File: src/rtl/lcd_ft_pkg.sv
// Shared opcodes, pending-parameter type and small decode functions
// for the LCD frame timing generator. Assumes 8-bit command bytes.
package lcd_ft_pkg;

    localparam logic [7:0] OP_DIV      = 8'hBF;
    localparam logic [7:0] OP_DUTY     = 8'hA8;
    localparam logic [7:0] OP_IVL      = 8'hCC;
    localparam logic [7:0] OP_FRN      = 8'hCA;
    localparam logic [7:0] OP_DISP_ON  = 8'hAF;
    localparam logic [7:0] OP_DISP_OFF = 8'hAE;
    localparam logic [7:0] OP_SLP_IN   = 8'h95;
    localparam logic [7:0] OP_SLP_OUT  = 8'h94;

    typedef enum logic [2:0] {
        PEND_NONE,
        PEND_DIV,
        PEND_DUTY,
        PEND_IVL,
        PEND_FRN
    } pend_t;

    // Step index to (F2,F1): first half inverts the low bits, second half copies them.
    function automatic logic [1:0] pat_of_step(input logic [2:0] s);
        return s[2] ? s[1:0] : ~s[1:0];
    endfunction

    // Divider code to clock ratio.
    function automatic logic [3:0] div_ratio(input logic [1:0] code);
        case (code)
            2'b00:   return 4'd2;
            2'b01:   return 4'd1;
            2'b10:   return 4'd4;
            default: return 4'd8;
        endcase
    endfunction

    // Pattern interval code to line count; 0 means once per field.
    function automatic logic [4:0] ivl_lines(input logic [1:0] code);
        case (code)
            2'b00:   return 5'd8;
            2'b01:   return 5'd4;
            2'b10:   return 5'd16;
            default: return 5'd0;
        endcase
    endfunction

endpackage

File: src/rtl/lcd_ft_cmd.sv
// Command decoder: holds the timing configuration and the display and
// sleep state. Assumes one byte per cycle with cmd_valid; a parameter
// byte applies only to the opcode directly before it.
module lcd_ft_cmd
    import lcd_ft_pkg::*;
#(
    parameter int DUTY_W   = 6,
    parameter int FRN_W    = 4,
    parameter int DUTY_RST = 59,
    parameter int FRN_RST  = 10
) (
    input  logic              clk,
    input  logic              rst_n,
    input  logic              cmd_valid,
    input  logic              cmd_param,
    input  logic [7:0]        cmd_byte,
    output logic [1:0]        div_code,
    output logic [DUTY_W-1:0] duty_p,
    output logic [1:0]        ivl_code,
    output logic [FRN_W-1:0]  fr_n,
    output logic              disp_off,
    output logic              sleep
);

    pend_t pend;

    // Decode opcodes, apply parameters and track the pending opcode.
    always_ff @(posedge clk) begin
        if (!rst_n) begin
            pend     <= PEND_NONE;
            div_code <= 2'b00;
            duty_p   <= DUTY_W'(DUTY_RST);
            ivl_code <= 2'b00;
            fr_n     <= FRN_W'(FRN_RST);
            disp_off <= 1'b1;
            sleep    <= 1'b0;
        end else if (cmd_valid) begin
            if (cmd_param) begin
                case (pend)
                    PEND_DIV:  div_code <= cmd_byte[1:0];
                    PEND_DUTY: duty_p   <= cmd_byte[DUTY_W-1:0];
                    PEND_IVL:  ivl_code <= cmd_byte[1:0];
                    PEND_FRN:  fr_n     <= cmd_byte[FRN_W-1:0];
                    default:   ;
                endcase
                pend <= PEND_NONE;
            end else begin
                pend <= PEND_NONE;
                case (cmd_byte)
                    OP_DIV:      pend <= PEND_DIV;
                    OP_DUTY:     pend <= PEND_DUTY;
                    OP_IVL:      pend <= PEND_IVL;
                    OP_FRN:      pend <= PEND_FRN;
                    OP_DISP_ON:  if (!sleep) disp_off <= 1'b0;
                    OP_DISP_OFF: disp_off <= 1'b1;
                    OP_SLP_IN:   begin sleep <= 1'b1; disp_off <= 1'b1; end
                    OP_SLP_OUT:  sleep <= 1'b0;
                    default:     ;
                endcase
            end
        end
    end

endmodule

File: src/rtl/lcd_ft_clkdiv.sv
// Prescaler: emits a one-cycle tick every 1, 2, 4 or 8 clocks.
// Assumes run is low during sleep; the count then holds.
module lcd_ft_clkdiv
    import lcd_ft_pkg::*;
(
    input  logic       clk,
    input  logic       rst_n,
    input  logic       run,
    input  logic [1:0] div_code,
    output logic       tick
);

    logic [2:0] cnt;
    logic [3:0] ratio;

    assign ratio = div_ratio(div_code);
    assign tick  = run && ({1'b0, cnt} >= ratio - 4'd1);

    // Count clocks up to the ratio, restarting on each tick.
    always_ff @(posedge clk) begin
        if (!rst_n)   cnt <= '0;
        else if (run) cnt <= tick ? 3'd0 : cnt + 3'd1;
    end

endmodule

File: src/rtl/lcd_ft_seq.sv
// Line and field sequencer: forms the line clock from ticks, counts
// lines per field, steps the drive pattern and toggles AC polarity.
// Every line-rate update happens at the line boundary, where CL falls.
// Assumes LINE_TICKS >= 2.
module lcd_ft_seq
    import lcd_ft_pkg::*;
#(
    parameter int LINE_TICKS = 4,
    parameter int DUTY_W     = 6,
    parameter int FRN_W      = 4
) (
    input  logic              clk,
    input  logic              rst_n,
    input  logic              tick,
    input  logic [DUTY_W-1:0] duty_p,
    input  logic [1:0]        ivl_code,
    input  logic [FRN_W-1:0]  fr_n,
    output logic              cl,
    output logic              ca,
    output logic [1:0]        pat,
    output logic              fr
);

    localparam int POS_W  = (LINE_TICKS > 1) ? $clog2(LINE_TICKS) : 1;
    localparam int LINE_W = DUTY_W + 2;
    localparam int HALF   = LINE_TICKS / 2;

    logic [POS_W-1:0]  pos;
    logic [LINE_W-1:0] line_idx;
    logic [LINE_W-1:0] last_line;
    logic [2:0]        fstart;
    logic [2:0]        step;
    logic [3:0]        iv_cnt;
    logic [4:0]        iv_len;
    logic [FRN_W-1:0]  fr_cnt;
    logic              boundary;

    assign last_line = {duty_p, 2'b11};
    assign iv_len    = ivl_lines(ivl_code);
    assign boundary  = tick && (pos == POS_W'(LINE_TICKS - 1));

    // Tick position inside the current line.
    always_ff @(posedge clk) begin
        if (!rst_n)        pos <= '0;
        else if (boundary) pos <= '0;
        else if (tick)     pos <= pos + 1'b1;
    end

    // Line index, field start step and pattern step.
    always_ff @(posedge clk) begin
        if (!rst_n) begin
            line_idx <= '0;
            fstart   <= 3'd0;
            step     <= 3'd0;
            iv_cnt   <= 4'd0;
        end else if (boundary) begin
            if (line_idx >= last_line) begin
                line_idx <= '0;
                fstart   <= fstart + 3'd1;
                step     <= fstart + 3'd1;
                iv_cnt   <= 4'd0;
            end else begin
                line_idx <= line_idx + 1'b1;
                if (iv_len != 5'd0) begin
                    if ({1'b0, iv_cnt} >= iv_len - 5'd1) begin
                        iv_cnt <= 4'd0;
                        step   <= step + 3'd1;
                    end else begin
                        iv_cnt <= iv_cnt + 4'd1;
                    end
                end
            end
        end
    end

    // AC polarity toggles after fr_n+1 lines.
    always_ff @(posedge clk) begin
        if (!rst_n) begin
            fr_cnt <= '0;
            fr     <= 1'b0;
        end else if (boundary) begin
            if (fr_cnt >= fr_n) begin
                fr_cnt <= '0;
                fr     <= ~fr;
            end else begin
                fr_cnt <= fr_cnt + 1'b1;
            end
        end
    end

    assign cl  = (pos >= POS_W'(HALF));
    assign ca  = (line_idx == '0);
    assign pat = pat_of_step(step);

endmodule

File: src/rtl/lcd_frame_timer.sv
// Top level of the LCD frame timing generator. In master mode the
// outputs come from the internal sequencer; in slave mode they are the
// external inputs re-timed by one flop. Sleep stops the prescaler.
// Assumes master changes only while reset is held.
module lcd_frame_timer
    import lcd_ft_pkg::*;
#(
    parameter int LINE_TICKS = 4,
    parameter int DUTY_W     = 6,
    parameter int FRN_W      = 4
) (
    input  logic       clk,
    input  logic       rst_n,
    input  logic       master,
    input  logic       cmd_valid,
    input  logic       cmd_param,
    input  logic [7:0] cmd_byte,
    input  logic       cl_in,
    input  logic       ca_in,
    input  logic       f1_in,
    input  logic       f2_in,
    input  logic       fr_in,
    input  logic       doff_in,
    output logic       cl_out,
    output logic       ca_out,
    output logic       f1_out,
    output logic       f2_out,
    output logic       fr_out,
    output logic       doff_out,
    output logic       slp_out
);

    localparam int EXT_W = 6;

    logic [1:0]        div_code;
    logic [DUTY_W-1:0] duty_p;
    logic [1:0]        ivl_code;
    logic [FRN_W-1:0]  fr_n;
    logic              disp_off;
    logic              sleep;
    logic              tick;
    logic              g_cl, g_ca, g_fr;
    logic [1:0]        g_pat;
    logic [EXT_W-1:0]  ext_q;

    lcd_ft_cmd #(
        .DUTY_W(DUTY_W),
        .FRN_W (FRN_W)
    ) i_cmd (
        .clk      (clk),
        .rst_n    (rst_n),
        .cmd_valid(cmd_valid),
        .cmd_param(cmd_param),
        .cmd_byte (cmd_byte),
        .div_code (div_code),
        .duty_p   (duty_p),
        .ivl_code (ivl_code),
        .fr_n     (fr_n),
        .disp_off (disp_off),
        .sleep    (sleep)
    );

    lcd_ft_clkdiv i_div (
        .clk     (clk),
        .rst_n   (rst_n),
        .run     (~sleep),
        .div_code(div_code),
        .tick    (tick)
    );

    lcd_ft_seq #(
        .LINE_TICKS(LINE_TICKS),
        .DUTY_W    (DUTY_W),
        .FRN_W     (FRN_W)
    ) i_seq (
        .clk     (clk),
        .rst_n   (rst_n),
        .tick    (tick),
        .duty_p  (duty_p),
        .ivl_code(ivl_code),
        .fr_n    (fr_n),
        .cl      (g_cl),
        .ca      (g_ca),
        .pat     (g_pat),
        .fr      (g_fr)
    );

    // Re-time the external timing inputs for slave operation.
    always_ff @(posedge clk) begin
        if (!rst_n) ext_q <= '0;
        else        ext_q <= {doff_in, fr_in, f2_in, f1_in, ca_in, cl_in};
    end

    assign cl_out   = master ? g_cl     : ext_q[0];
    assign ca_out   = master ? g_ca     : ext_q[1];
    assign f1_out   = master ? g_pat[0] : ext_q[2];
    assign f2_out   = master ? g_pat[1] : ext_q[3];
    assign fr_out   = master ? g_fr     : ext_q[4];
    assign doff_out = master ? disp_off : ext_q[5];
    assign slp_out  = sleep;

endmodule

File: config.mk
export PLATFORM = sky130hd
export DESIGN_NAME = lcd_frame_timer
export DESIGN_NICKNAME = d
export VERILOG_FILES = /design/src/rtl/lcd_ft_pkg.sv /design/src/rtl/lcd_ft_cmd.sv /design/src/rtl/lcd_ft_clkdiv.sv /design/src/rtl/lcd_ft_seq.sv /design/src/rtl/lcd_frame_timer.sv
export SDC_FILE = /design/constraint.sdc
export NUM_CORES = 1
export LEC_CHECK = 0
export ABC_CLOCK_PERIOD_IN_PS = 3300
export BUFFER_PORTS_ARGS = -buffer_cell sky130_fd_sc_hd__clkbuf_2
export CAP_MARGIN = 25
export CORE_MARGIN = 2
export CORE_UTILIZATION = 60
export DETAILED_ROUTE_END_ITERATION = 10
export PLACE_DENSITY = 0.81
export SLEW_MARGIN = 0
export SYNTH_ARGS = -nofsm -noshare
export SYNTH_HDL_FRONTEND = slang
export SYNTH_SLANG_ARGS = --single-unit
File: constraint.sdc
create_clock -name clk -period 3.3 [get_ports clk]
set_clock_uncertainty 0.2 [all_clocks]
set_input_delay 0.33 -clock clk [delete_from_list [all_inputs] [get_ports clk]]
set_output_delay 0.33 -clock clk [all_outputs]
set_load 0.01 [all_outputs]
# [After elaboration in Yosys (flattened, before gate mapping)]
# Cells that the tools add are included.
[word_totals] mem_bits_ro=0 n_memories=0 input_bits=19 output_inout_bits=7 latchBits=0 regBits=53 ram_bits=0
[op_classes] bitwise_logic=5 addsub=9 n_mux=23 mul=0 eq_ne=18 shifts=0 reduce_logical=22 magnitude_cmp=5 n_div=0
[op_table] op="equality test 8 bit (second input constant)" count=8
[op_table] op="AND reduction 3 bit" count=6
[op_table] op="2-to-1 mux 4 bit" count=4
[op_table] op="2-to-1 mux 3 bit" count=5
[op_table] op="case mux 5 bit (3 select lines)" count=1
[op_table] op="case mux 3 bit (4 select lines)" count=1
[op_table] op="case mux 4 bit (3 select lines)" count=1
[op_table] op="adder 3 x 1 -> 3 bit (second input constant)" count=3
[op_table] op="adder 4 x 1 -> 4 bit (second input constant)" count=2
[op_table] op="adder 8 x 1 -> 8 bit (second input constant)" count=1
[op_table] op=">= comparator 8 bit" count=1
[op_table] op="logical NOT 8 bit" count=1
[op_table] op="2-to-1 mux 8 bit" count=1
[op_table] op="nonzero test 2 bit" count=4
[op_table] op="2-to-1 mux 1 bit" count=7
[op_table] op="equality test 2 bit (second input constant)" count=3
[op_table] op="equality test 3 x 2 -> 1 bit (second input constant)" count=2
[op_table] op="AND reduction 2 bit" count=3
[op_table] op=">= comparator 4 x 5 -> 1 bit" count=1
[op_table] op="nonzero test 5 bit" count=1
[op_table] op="subtractor 5 x 1 -> 5 bit (second input constant)" count=1
[op_table] op="equality test 2 x 1 -> 1 bit (second input constant)" count=2
[op_table] op=">= comparator 3 x 4 -> 1 bit" count=1
[op_table] op=">= comparator 4 bit" count=1
[op_table] op="14 further kinds" count=21

# [Depth between registers and ports, before layout]
# Gate-level depths: netlist (run 1).
[logic_depth] depth_word=7 depth_mapped=10

# [Cells and area by module]
# From an unflattened synthesis (run 1), not the netlist that was laid out.
[unflattened] cells_unflattened=322 hier_area_um2=2965.3
[modules_own_cells] mod="lcd_ft_seq" area_per_inst_um2=1606.5 instances=1 seq_area_each_um2=500.5 cells_per_inst=188
[modules_own_cells] mod="lcd_ft_cmd" area_per_inst_um2=849.6 instances=1 seq_area_each_um2=380.4 cells_per_inst=87
[modules_own_cells] mod="lcd_frame_timer" area_per_inst_um2=262.8 instances=1 seq_area_each_um2=120.1 cells_per_inst=20
[modules_own_cells] mod="lcd_ft_clkdiv" area_per_inst_um2=246.5 instances=1 seq_area_each_um2=60.1 cells_per_inst=27

# [Worst setup path after synthesis (run 1)]
# OpenSTA, ideal clock, no wires.
[synth_timing] path_type="reg-to-reg" from="register i_seq.line_idx[3]" to="register i_seq.iv_cnt[3]" period_less_slack_ns=2.191 n_path_buf=0 setup_time_ns=0.084 path_slack_ns=1.109 required_time_ns=3.016 arrival_ns=1.907 stages_incl_launch_ff=7 cell_sequence="dfxtp_1 > ha_1 > a21oi_2 > a21oi_1 > a211o_1 > or4_4 > o31ai_2"
[synth_between] elab_chain_cells=3
[synth_rtl] element="start: declaration" line_no="lcd_ft_seq.sv:29" text="logic [LINE_W-1:0] line_idx;"
[synth_rtl] element="start signal: assignment" line_no="lcd_ft_seq.sv:63" text="line_idx <= line_idx + 1'b1;"
[synth_rtl] element=">= comparator 8 bit *" line_no="lcd_ft_seq.sv:57" text="if (line_idx >= last_line) begin"
[synth_rtl] element="nonzero test 2 bit (no line)"
[synth_rtl] element="AND reduction 2 bit (no line)"
[synth_rtl] element="end signal: assignment" line_no="lcd_ft_seq.sv:69" text="iv_cnt <= iv_cnt + 4'd1;"
[synth_rtl] element="end: declaration" line_no="lcd_ft_seq.sv:33" text="logic [3:0] iv_cnt;"
# Every way passes the cells marked *; elsewhere a longest branch is shown, timed or not.
# A chain may end at the register's enable or synchronous reset.

# [Worst setup path in the final report (run 1)]
[layout_timing] from="register i_cmd.div_code[1]" to="register i_seq.iv_cnt[3]"
[layout_between] elab_chain_cells=7
[layout_rtl] element="start: declaration" line_no="lcd_ft_cmd.sv:17" text="output logic [1:0] div_code,"
[layout_rtl] element="start signal: assignment" line_no="lcd_ft_cmd.sv:40" text="PEND_DIV: div_code <= cmd_byte[1:0];"
[layout_rtl] element="equality test 2 bit (tied with other cells)" line_no="lcd_ft_pkg.sv:29" text="case (code)"
[layout_rtl] element="case mux 4 bit (3 select lines) *" line_no="lcd_ft_pkg.sv:29"
[layout_rtl] element="subtractor 4 x 1 -> 4 bit *" line_no="lcd_ft_clkdiv.sv:17" text="assign tick = run && ({1'b0, cnt} >= ratio - 4'd1);"
[layout_rtl] element=">= comparator 3 x 4 -> 1 bit *" line_no="lcd_ft_clkdiv.sv:17"
[layout_rtl] element="logical AND 1 bit *" line_no="lcd_ft_clkdiv.sv:17"
[layout_rtl] element="logical AND 1 bit *" line_no="lcd_ft_seq.sv:40" text="assign boundary = tick && (pos == POS_W'(LINE_TICKS - 1));"
[layout_rtl] element="AND reduction 2 bit (no line) *"
# Marks and branches as above.

==> flow_summary_export.csv, run 1 <==
group,metric,value,unit
power,power_leakage,0.00132,uW
sta,finalMaxSlewViolations,0,
setup_path,critical_path_class,"flop to flop",
final_layout,stdcell_area,0.00318,mm2
sta,grt_setup_unrepaired,"false",
sta,finalSetupTns,0,ps
place,place_congestion,0.855,
detailed_routing,remaining_drc_errors,0,
die,die_h,73.6,um
final_layout,nNetsFinal,409,
setup_path,slowest_delay,700,ps
power,vdd_ir_drop_max,0.000280,V
detailed_routing,wirelength,6030,um
sta,worst_pin_slew,804,ps
die,initial_core_util,62.0,%
power,pwr-share-comb,19.4,%
power,pwr_density_cell,448,mW/mm2
synth,synth-seq-cells,53,
synth,syn_area,0.00291,mm2
place,portBuffers,25,
run,maxCapViolations,0,
setup_path,startpoint_type,"flop",
detailed_routing,dr.pass1.iters,6,
synth,syn-mean-instance-area,8.40,um2
sta,setup_ws,606,ps
synth,yosysTopAreaCellShare,36.5,%
cts,cts_root_buffer,"clkbuf_8",
global_routing,grt_pass1_vias,2393,
place,dpl-instance-area,0.00306,mm2
power,p_int,1020,uW
cts,cts-resized-gates,0,
die,core,0.00469,mm2
sta,setup_viol,0,
setup_path,critical-path-top-delay-family,"simple AND/OR/NAND/NOR gates",
setup_path,crit_slowest_cell,"or4_4",
sta,slew_headroom,45.0,%
final_layout,drive_above_1_share,12.8,%
power,switchingPower,406,uW
global_routing,use_met1,31.2,%
cts,cts_buffers,5,
setup_path,end_kind,"flop",
global_routing,track_usage,24.5,%
global_routing,grt_util_met2,41.3,%
synth,synth_cell_types,49,
synth,synthTopCellsByCount,"dfxtp_1 (53), nand2_1 (32), nor2_1 (30)",
sta,max_freq,371,MHz
worst_hold_path,hold_class,"input pin to flop",
synth,yosysWarnings,0,
synth,yosysMostFrequentCell,"dfxtp_1",
final_layout,syn2layout_area_growth,9.25,%
sta,hold_viol,0,
setup_path,cp_cell_sequence,"inv_1, nand2_1, ha_1, nor2b_1, o21ai_2, nand2_1, or4_4, o31ai_2",
synth,synthArstFlopShare,0,%
synth,synth_flop_cell,"dfxtp_1",
cts,clk_path_buf_depth,2,
sta,fin_crit_sh,81.6,%
global_routing,grt_max_degree,30,
setup_path,cpMostUsedCell,"nand2_1",
synth,netlist_instances,346,
setup_path,path_buf_inv,1,
die,row_count,25,
detailed_routing,antenna_left,0,
power,pwr-share-clk,31.8,%
cts,clock_latency,300,ps
global_routing,grt_pass1_wl,10400,um
die,die_w,73.6,um
synth,netlist_top_cells_area,"dfxtp_1 (36%), ha_1 (10%), a21oi_1 (4.3%)",
setup_path,path_max_fanout,22,
cts,cts-htree-levels,2,
detailed_routing,vias_per_cell,5.95,
final_layout,antenna_cells,0,
cts,clkTransAtPathRegs,100,ps
global_routing,busiest_layer,"met2",
setup_path,crit_arrival,2720,ps
outcome,status,"completed",
place,dp_slack,592,ps
synth,yosysSeqAreaShare,36.5,%
die,die_area,0.00542,mm2
power,switching_share,28.5,%
synth,syn-num-nets,389,
power,p_seq_share,48.8,%
global_routing,antenna_found_initial,0,
place,dp.final_hpwl,4340,um
global_routing,globalRouteMet3Util,4.94,%
cts,hold_buffers,0,
detailed_routing,wl_per_cell,14.3,um
detailed_routing,first_iter_violations,189,
cts,clock_sinks,53,
sta,min_period,2690,ps
synth,synth_top_area_cell,"dfxtp_1",
setup_path,critPathRequiredTime,3320,ps
synth,synth_edf_count,0,
die,ios,26,
global_routing,overflow,0,
cts,cts_setup_buffers,0,
detailed_routing,via_count,2505,
cts,cts_tree,"built",
==> worst register-to-register path: stages, from the launching register on <==
cell and delay [ps]:
dfxtp_1 330, inv_1 80, nand2_1 60, ha_1 270
nor2b_1 60, o21ai_2 250, nand2_1 440, or4_4 700
o31ai_2 230
==> flip-flops by register name, summed over array words and instances (netlist names), 3 cells and up <==
name / count
ext_q: 6
i_seq.line_idx: 8
i_seq.iv_cnt: 4
i_div.cnt: 3
i_cmd.pend: 3
i_cmd.duty_p: 6
i_cmd.fr_n: 4
i_seq.fstart: 3
i_seq.fr_cnt: 4
i_seq.step: 3
==> cells in the final DEF (no fill, tap or decap), drive strengths merged, types with 3 or more instances in the layout <==
master / instances
a21oi: 26
xnor2: 7
clkbuf: 31
nand3: 18
nor2b: 8
nand2b: 7
and2: 7
o21a: 4
mux2i: 9
nor4: 4
nand2: 32
ha: 24
nand3b: 3
o21ai: 15
nor2: 30
nand4: 6
or3: 4
a21boi: 3
o2111ai: 4
o22ai: 4
or4: 3
nor3: 4
mux2: 5
o211ai: 7
inv: 22
dfxtp: 53
==> kinds of logic (layout without fill, tap and decap cells) <==
kind of cell             count (synthesis)  after routing  synth area share [%]
AND/OR/NAND/NOR                        138            138                  24.7
adder cells (fa/ha/maj)                 24             24                  10.3
XOR/XNOR                                 8              8                  2.41
multiplexers                            14             14                  5.03
AO/OA/AOI/OAI                           74             74                  16.4
buffers and inverters                   35             56                  4.60
flip-flops                              53             53                  36.5
==> metal layers <==
metal / part of all wire, % / routed length (um) / vias up
li1: - / - / 1283
met5: 0 / 0 / -
met3: 3.6 / 220 / 6
met2: 49 / 2940 / 38
met1: 46 / 2790 / 1178
met4: 1.4 / 82 / 0
==> per-stage QoR <==
step / hold slack, ps / utilization (%) / cells / total power [uW]
floorplan: 245 / - / 346 / 914
global placement: 267 / 65.1 / 413 / 972
detailed placement: 277 / 65.1 / 413 / 984
CTS: 20.3 / 67.7 / 421 / 1440
global route: 20.6 / 67.7 / 421 / 1500
finish: 29.6 / 67.7 / 421 / 1420
==> path summary, 6_finish.rpt <==
kind / start / endpoint / slack [ps] / depth (start not counted)
setup / recovery: i_cmd.div_code[1]$_SDFFE_PN0P_ / i_seq.iv_cnt[3]$_SDFFE_PN0P_ / 610 / 8
hold / removal: f1_in / ext_q[2]$_SDFF_PN0_ / 30 / 2
setup reg to reg: i_cmd.div_code[1]$_SDFFE_PN0P_ / i_seq.iv_cnt[3]$_SDFFE_PN0P_ / 610 / 8
hold reg to reg: i_seq.fstart[1]$_SDFFE_PN0P_ / i_seq.fstart[1]$_SDFFE_PN0P_ / 290 / 2
==> final cells by class <==
| cell class | count | area [um2] |
|---|---|---|
| multi-input cells | 258 | 1710 |
| fillers | 397 | 1520 |
| flip-flops and latches | 53 | 1060 |
| repair buffers | 26 | 133 |
| clock buffers | 6 | 82.6 |
| inverters | 22 | 82.6 |
| well taps | 54 | 67.6 |
| clock inverters | 2 | 37.5 |
==> power groups by stage <==
stage / Clock [uW] / Sequential [uW] / Combinational [uW]
3_3_place_gp: 0 / 706 / 266
3_5_place_dp: 0 / 709 / 275
2_1_floorplan: 0 / 702 / 212
5_1_grt: 491 / 699 / 312
4_1_cts: 466 / 694 / 277
6_report: 453 / 695 / 276
(Power assumes the default switching activity.)
==> run 2: changes to the inputs <==
--- a/config.mk
+++ b/config.mk
@@ -5,13 +5,14 @@
 export SDC_FILE = /design/constraint.sdc
 export NUM_CORES = 1
 export LEC_CHECK = 0
-export ABC_CLOCK_PERIOD_IN_PS = 3300
+export ABC_AREA = 1
+export ABC_CLOCK_PERIOD_IN_PS = 2200
 export BUFFER_PORTS_ARGS = -buffer_cell sky130_fd_sc_hd__clkbuf_2
 export CAP_MARGIN = 25
 export CORE_MARGIN = 2
-export CORE_UTILIZATION = 60
+export CORE_UTILIZATION = 54
 export DETAILED_ROUTE_END_ITERATION = 10
-export PLACE_DENSITY = 0.81
+export PLACE_DENSITY = 0.77
 export SLEW_MARGIN = 0
 export SYNTH_ARGS = -nofsm -noshare
 export SYNTH_HDL_FRONTEND = slang
==> constraint.sdc (replaced) <==
create_clock -name clk -period 2.2 [get_ports clk]
set_clock_uncertainty 0.2 [all_clocks]
set_input_delay 0.22 -clock clk [delete_from_list [all_inputs] [get_ports clk]]
set_output_delay 0.22 -clock clk [all_outputs]
set_load 0.01 [all_outputs]
==> flow_summary_export.csv, run 2 <==
group,metric,value,unit
setup_path,startpoint_type,"flop",
synth,netlist_instances,446,
global_routing,grt_pass1_vias,2471,
final_layout,syn2layout_area_growth,10.8,%
final_layout,reg.largest.list,"i_seq.line_idx x8, ext_q x6, i_cmd.duty_p x6",
detailed_routing,first_iter_violations,78,
final_layout,nFillCells,508,
synth,synthArstFlopShare,0,%
setup_path,path_buf_inv,1,
final_layout,final_common_cell,"nand2_1",
detailed_routing,remaining_drc_errors,0,
cts,clock_sinks,53,
sta,finalSetupTns,0,ps
synth,synth_top_area_cell,"dfxtp_1",
detailed_routing,wl_per_cell,11.2,um
place,portBuffers,25,
final_layout,nNetsFinal,521,
power,switchingPower,561,uW
setup_path,worst-path-stages,10,
power,pwr-share-comb,18.8,%
power,pwr_density_cell,580,mW/mm2
power,vdd_ir_drop_max,0.000473,V
final_layout,final_util,61.5,%
die,row_count,27,
cts,cts_root_buffer,"clkbuf_8",
worst_hold_path,holdPathStages,3,
worst_hold_path,hold_class,"input pin to flop",
global_routing,grt_max_degree,38,
die,die_area,0.00624,mm2
setup_path,crit_arrival,2060,ps
synth,synthTopCellsByCount,"nand2_1 (118), inv_1 (73), dfxtp_1 (53)",
setup_path,critPathRequiredTime,2200,ps
cts,cts_buffers,5,
synth,synth-seq-cells,53,
setup_path,critical-path-top-delay-family,"simple AND/OR/NAND/NOR gates",
synth,synth_edf_count,0,
detailed_routing,wirelength,6150,um
die,initial_core_util,55.5,%
power,switching_share,28.7,%
synth,synth_cell_types,30,
run,maxCapViolations,0,
final_layout,antenna_cells,0,
power,pwr-share-clk,28.2,%
final_layout,final_cell_mix,"nand2_1 (118), inv_1 (73), dfxtp_1 (53)",
sta,finalMaxSlewViolations,0,
setup_path,cp_cell_sequence,"inv_1, nand2_1, ha_1, nand3_1, nand3_2, nand3_2, nor2_1, nand2_1, nand2_1, nor2_1",
die,core,0.00547,mm2
sta,slew_headroom,70.3,%
final_layout,multi_input_area,0.00164,mm2
sta,worst_pin_slew,446,ps
synth,yosysMostFrequentCell,"nand2_1",
synth,syn-mean-instance-area,6.81,um2
global_routing,overflow,0,
setup_path,path_max_fanout,16,
place,place_congestion,0.890,
sta,grt_setup_unrepaired,"true",
setup_path,reg2regPathDepth,10,
synth,yosysSeqAreaShare,34.9,%
synth,yosysTopAreaCellShare,34.9,%
die,die_h,79.0,um
setup_path,cpMostUsedCell,"nand2_1",
detailed_routing,antenna_left,0,
sta,min_period,2060,ps
cts,clk_path_buf_depth,2,
global_routing,grt_pass1_wl,10700,um
sta,max_freq,485,MHz
synth,yosysWarnings,0,
sta,fin_crit_sh,93.8,%
synth,syn_area,0.00304,mm2
place,dp.cells,537,
final_layout,fin_cells,550,
place,dp.final_hpwl,4590,um
synth,netlist_top_cells_area,"dfxtp_1 (35%), nand2_1 (15%), ha_1 (9.9%)",
die,die_w,79.0,um
setup_path,slowest_delay,320,ps
synth,synth_flop_cell,"dfxtp_1",
cts,cts_tree,"built",
cts,clock_latency,300,ps
synth,syn-num-nets,489,
detailed_routing,dr.pass1.iters,4,
power,power_leakage,0.00174,uW
outcome,status,"completed",
detailed_routing,vias_per_cell,4.96,
final_layout,top_register,"i_seq.line_idx",
cts,cts_setup_buffers,0,
detailed_routing,via_count,2726,
sta,setup_viol,0,
global_routing,track_usage,21.3,%
cts,cts-htree-levels,2,
setup_path,critical_path_class,"flop to flop",
die,ios,26,
global_routing,antenna_found_initial,0,
setup_path,end_kind,"flop",
final_layout,drive_above_1_share,10.0,%
cts,clkTransAtPathRegs,90,ps
sta,hold_viol,0,
power,p_seq_share,53.0,%
final_layout,largest_reg_flops,8,
final_layout,register_area,0.00106,mm2
power,p_int,1390,uW
setup_path,crit_slowest_cell,"dfxtp_1",
run 2: cell count changes after synthesis, sizes merged, moves of 5 or more:
cell	previous run	this run
nand2b	7	0
nor2b	8	0
and2	7	0
o21ai	15	28
nor2	30	48
xnor2	7	1
inv	22	74
nand2	32	122
xor2	1	8
mux2i	9	0
mux2	5	0
run 2: cells by family after synthesis:
group / count (synthesis) / synth area share, %
fa+ha+maj: 24 / 9.88
flops: 53 / 34.9
xor+xnor: 9 / 2.59
simple gates: 212 / 29.8
buf+inv: 84 / 11.4
compound gates: 64 / 11.5
run 2: timing repair:
action | in CTS | in global routing
resized for setup | 0 | 2
setup endpoints to repair | 0 | 4
hold endpoints to repair | 6 | 0
hold buffers | 6 | 0
run 2: per-stage QoR:
stage / total power, uW / setup WS (ps) / cell area [um2] / hold WS (ps)
floorplan: 1320 / 480 / 3040 / 118
global placement: 1400 / 236 / 3210 / 201
detailed placement: 1420 / 184 / 3210 / 204
CTS: 1980 / 150 / 3360 / 35.2
global route: 2060 / -6.82 / 3370 / 48.1
finish: 1950 / 137 / 3370 / 46.5
run 2: path summary, 6_finish.rpt:
check	from	end	slack [ps]
max	i_cmd.div_code[1]$_SDFFE_PN0P_	i_seq.step[2]$_SDFFE_PN0P_	140
min	cmd_byte[5]	i_cmd.duty_p[5]$_SDFFE_PN1P_	50
max reg2reg	i_cmd.div_code[1]$_SDFFE_PN0P_	i_seq.step[2]$_SDFFE_PN0P_	140
min reg2reg	i_cmd.fr_n[0]$_SDFFE_PN0P_	i_cmd.fr_n[0]$_SDFFE_PN0P_	260
run 2: metal layers:
layer / vias up / track usage [%] / wire, um
met3: 9 / 3.98 / 276
li1: 1480 / - / -
met4: 0 / 6.90 / 102
met1: 1182 / 27.2 / 2950
met2: 55 / 36.3 / 2820
met5: - / 0 / 0
run 2: final cells by class:
class | instances | area share, %
timing repair buffer | 34 | 6.17
sequential | 53 | 31.5
inverter | 75 | 8.36
tap | 72 | 2.68
multi-input combinational | 309 | 48.7
clock buffer | 7 | 2.56
run 2: tightest hold or removal path, cell delays in order:
cell and delay, ps:
clkbuf_2 130, nand3_1 90, nand3_1 80
run 2: power groups by stage:
stage	clock (uW)	combinational (uW)	sequential, uW
CTS	569	371	1040
global placement	0	342	1060
floorplan	0	270	1050
finish	550	367	1040
detailed placement	0	362	1060
global route	599	420	1040
==> run 3: changes to the inputs <==
--- a/config.mk
+++ b/config.mk
@@ -5,14 +5,13 @@
 export SDC_FILE = /design/constraint.sdc
 export NUM_CORES = 1
 export LEC_CHECK = 0
-export ABC_AREA = 1
 export ABC_CLOCK_PERIOD_IN_PS = 2200
 export BUFFER_PORTS_ARGS = -buffer_cell sky130_fd_sc_hd__clkbuf_2
 export CAP_MARGIN = 25
 export CORE_MARGIN = 2
-export CORE_UTILIZATION = 54
+export CORE_UTILIZATION = 53
 export DETAILED_ROUTE_END_ITERATION = 10
-export PLACE_DENSITY = 0.77
+export PLACE_DENSITY = 0.76
 export SLEW_MARGIN = 0
 export SYNTH_ARGS = -nofsm -noshare
 export SYNTH_HDL_FRONTEND = slang
==> flow_summary_export.csv, run 3 (synthesis gave the netlist of run 1 again) <==
group,metric,value,unit
die,initial_core_util,55.9,%
power,vdd_ir_drop_max,0.000334,V
final_layout,syn2layout_area_growth,26.4,%
place,dp.final_hpwl,4820,um
cts,cts_buffers,5,
sta,hold_ws,32.9,ps
global_routing,grt_pass1_vias,2619,
die,die_h,78.1,um
sta,fin_crit_sh,98.0,%
setup_path,end_kind,"flop",
place,place_congestion,0.824,
setup_path,critical-path-top-delay-family,"simple AND/OR/NAND/NOR gates",
run,maxCapViolations,0,
setup_path,crit_slowest_cell,"or4_4",
worst_hold_path,worstHoldStart,"cmd_byte[4]",
final_layout,stdcell_area,0.00368,mm2
cts,clock_sinks,53,
detailed_routing,dr.pass1.iters,4,
power,power_leakage,0.00154,uW
setup_path,critPathLaunch,"i_cmd.div_code[0]$_SDFFE_PN0P_",
place,dpl-instance-area,0.00329,mm2
final_layout,drive_above_1_share,26.2,%
cts,clock_latency,300,ps
cts,clk_path_buf_depth,2,
sta,finalMaxSlewViolations,0,
global_routing,track_usage,22.8,%
detailed_routing,first_iter_violations,153,
global_routing,antenna_found_initial,0,
setup_path,slowest_delay,580,ps
final_layout,final_common_cell,"dfxtp_1",
setup_path,startpoint_type,"flop",
setup_path,path_buf_inv,0,
setup_path,cp_cell_sequence,"nand2_2, ha_4, nand2_2, o21ai_2, nand2_2, or4_4, o31ai_4",
sta,max_freq,464,MHz
power,pwr_density_cell,612,mW/mm2
cts,cts-htree-levels,2,
final_layout,largest_reg_flops,8,
final_layout,reg.largest.list,"i_seq.line_idx x8, ext_q x6, i_cmd.duty_p x6",
final_layout,final_cell_mix,"dfxtp_1 (50), buf_4 (33), nor2_1 (30)",
final_layout,nNetsFinal,451,
detailed_routing,wirelength,6930,um
sta,setup_viol,0,
die,ios,26,
setup_path,critical_path_class,"flop to flop",
cts,cts_root_buffer,"clkbuf_8",
setup_path,reg2reg_from,"i_cmd.div_code[0]$_SDFFE_PN0P_",
detailed_routing,antenna_left,0,
detailed_routing,remaining_drc_errors,0,
die,core,0.00520,mm2
detailed_routing,wl_per_cell,14.5,um
sta,hold_viol,0,
setup_path,path_max_fanout,5,
worst_hold_path,hold_class,"input pin to flop",
cts,cts_tree,"built",
global_routing,grt_pass1_wl,11200,um
detailed_routing,vias_per_cell,5.59,
global_routing,overflow,0,
die,die_w,78.1,um
detailed_routing,via_count,2678,
global_routing,grt_max_degree,25,
place,portBuffers,25,
setup_path,critPathRequiredTime,2230,ps
final_layout,antenna_cells,0,
outcome,status,"completed",
setup_path,crit_arrival,2190,ps
sta,slew_headroom,74.3,%
cts,clkTransAtPathRegs,90,ps
final_layout,top_register,"i_seq.line_idx",
die,die_area,0.00609,mm2
power,total_power,2250,uW
sta,min_period,2160,ps
setup_path,cpMostUsedCell,"nand2_2",
die,row_count,26,
sta,worst_pin_slew,376,ps
==> run 3: report_power, final <==
group	internal, uW	leakage [uW]	switching (uW)
Sequential	1000	0.000431	32.2
Combinational	275	0.00105	335
Clock	285	0.0000542	318
Total	1560	0.00154	685
==> run 3: worst paths after layout <==
kind	end	slack, ps	depth (start not counted)
hold reg to reg	i_seq.fr$_SDFFE_PN0P_	290	2
hold / removal	i_cmd.duty_p[4]$_SDFFE_PN1P_	30	3
setup reg to reg	i_seq.iv_cnt[3]$_SDFFE_PN0P_	40	7
setup / recovery	i_seq.iv_cnt[3]$_SDFFE_PN0P_	40	7
==> run 3: layer usage <==
metal	wire length [um]	GRT usage (%)	up-vias	share of wire, %
li1	-	-	1357	-
met1	3060	27.4	1256	44
met2	3450	41.6	54	50
met3	256	3.79	11	3.7
met4	164	7.19	0	2.4
met5	0	0	-	0
==> run 3: timing repair <==
action                                  in CTS  in global routing
endpoints found under the hold margin        8                  0
hold buffers                                 7                  0
cloned                                       0                  1
gates resized for setup                      3                 30
setup buffers                                0                  5
endpoints found under the setup margin       5                 15
pin swaps                                    2                  8
==> run 3: worst register-to-register path: stages, from the launching register on <==
cell and delay [ps]:
dfxtp_2 370, nand2_2 80, ha_4 280, nand2_2 50, o21ai_2 170, nand2_2 140
or4_4 580, o31ai_4 220
==> run 3: layout make-up <==
class	count	area (um2)
clock buffers	7	96.3
well taps	70	87.6
inverters	22	82.6
fillers	401	1530
repair buffers	68	470
clock inverters	1	5.00
multi-input cells	258	1870
flip-flops and latches	53	1060
==> run 3: through the flow <==
| stage | cells | setup TNS (ps) | setup WS (ps) | utilization (%) |
|---|---|---|---|---|
| 6_report | 479 | 0 | 43.0 | 70.6 |
| 5_1_grt | 479 | -46.2 | -25.2 | 70.6 |
| 4_1_cts | 473 | 0 | 5.14 | 67.1 |
| 3_5_place_dp | 458 | -62.5 | -44.7 | 63.3 |
| 3_3_place_gp | 458 | 0 | 3.16 | 63.3 |
| 2_1_floorplan | 346 | 0 | 8.85 | - |
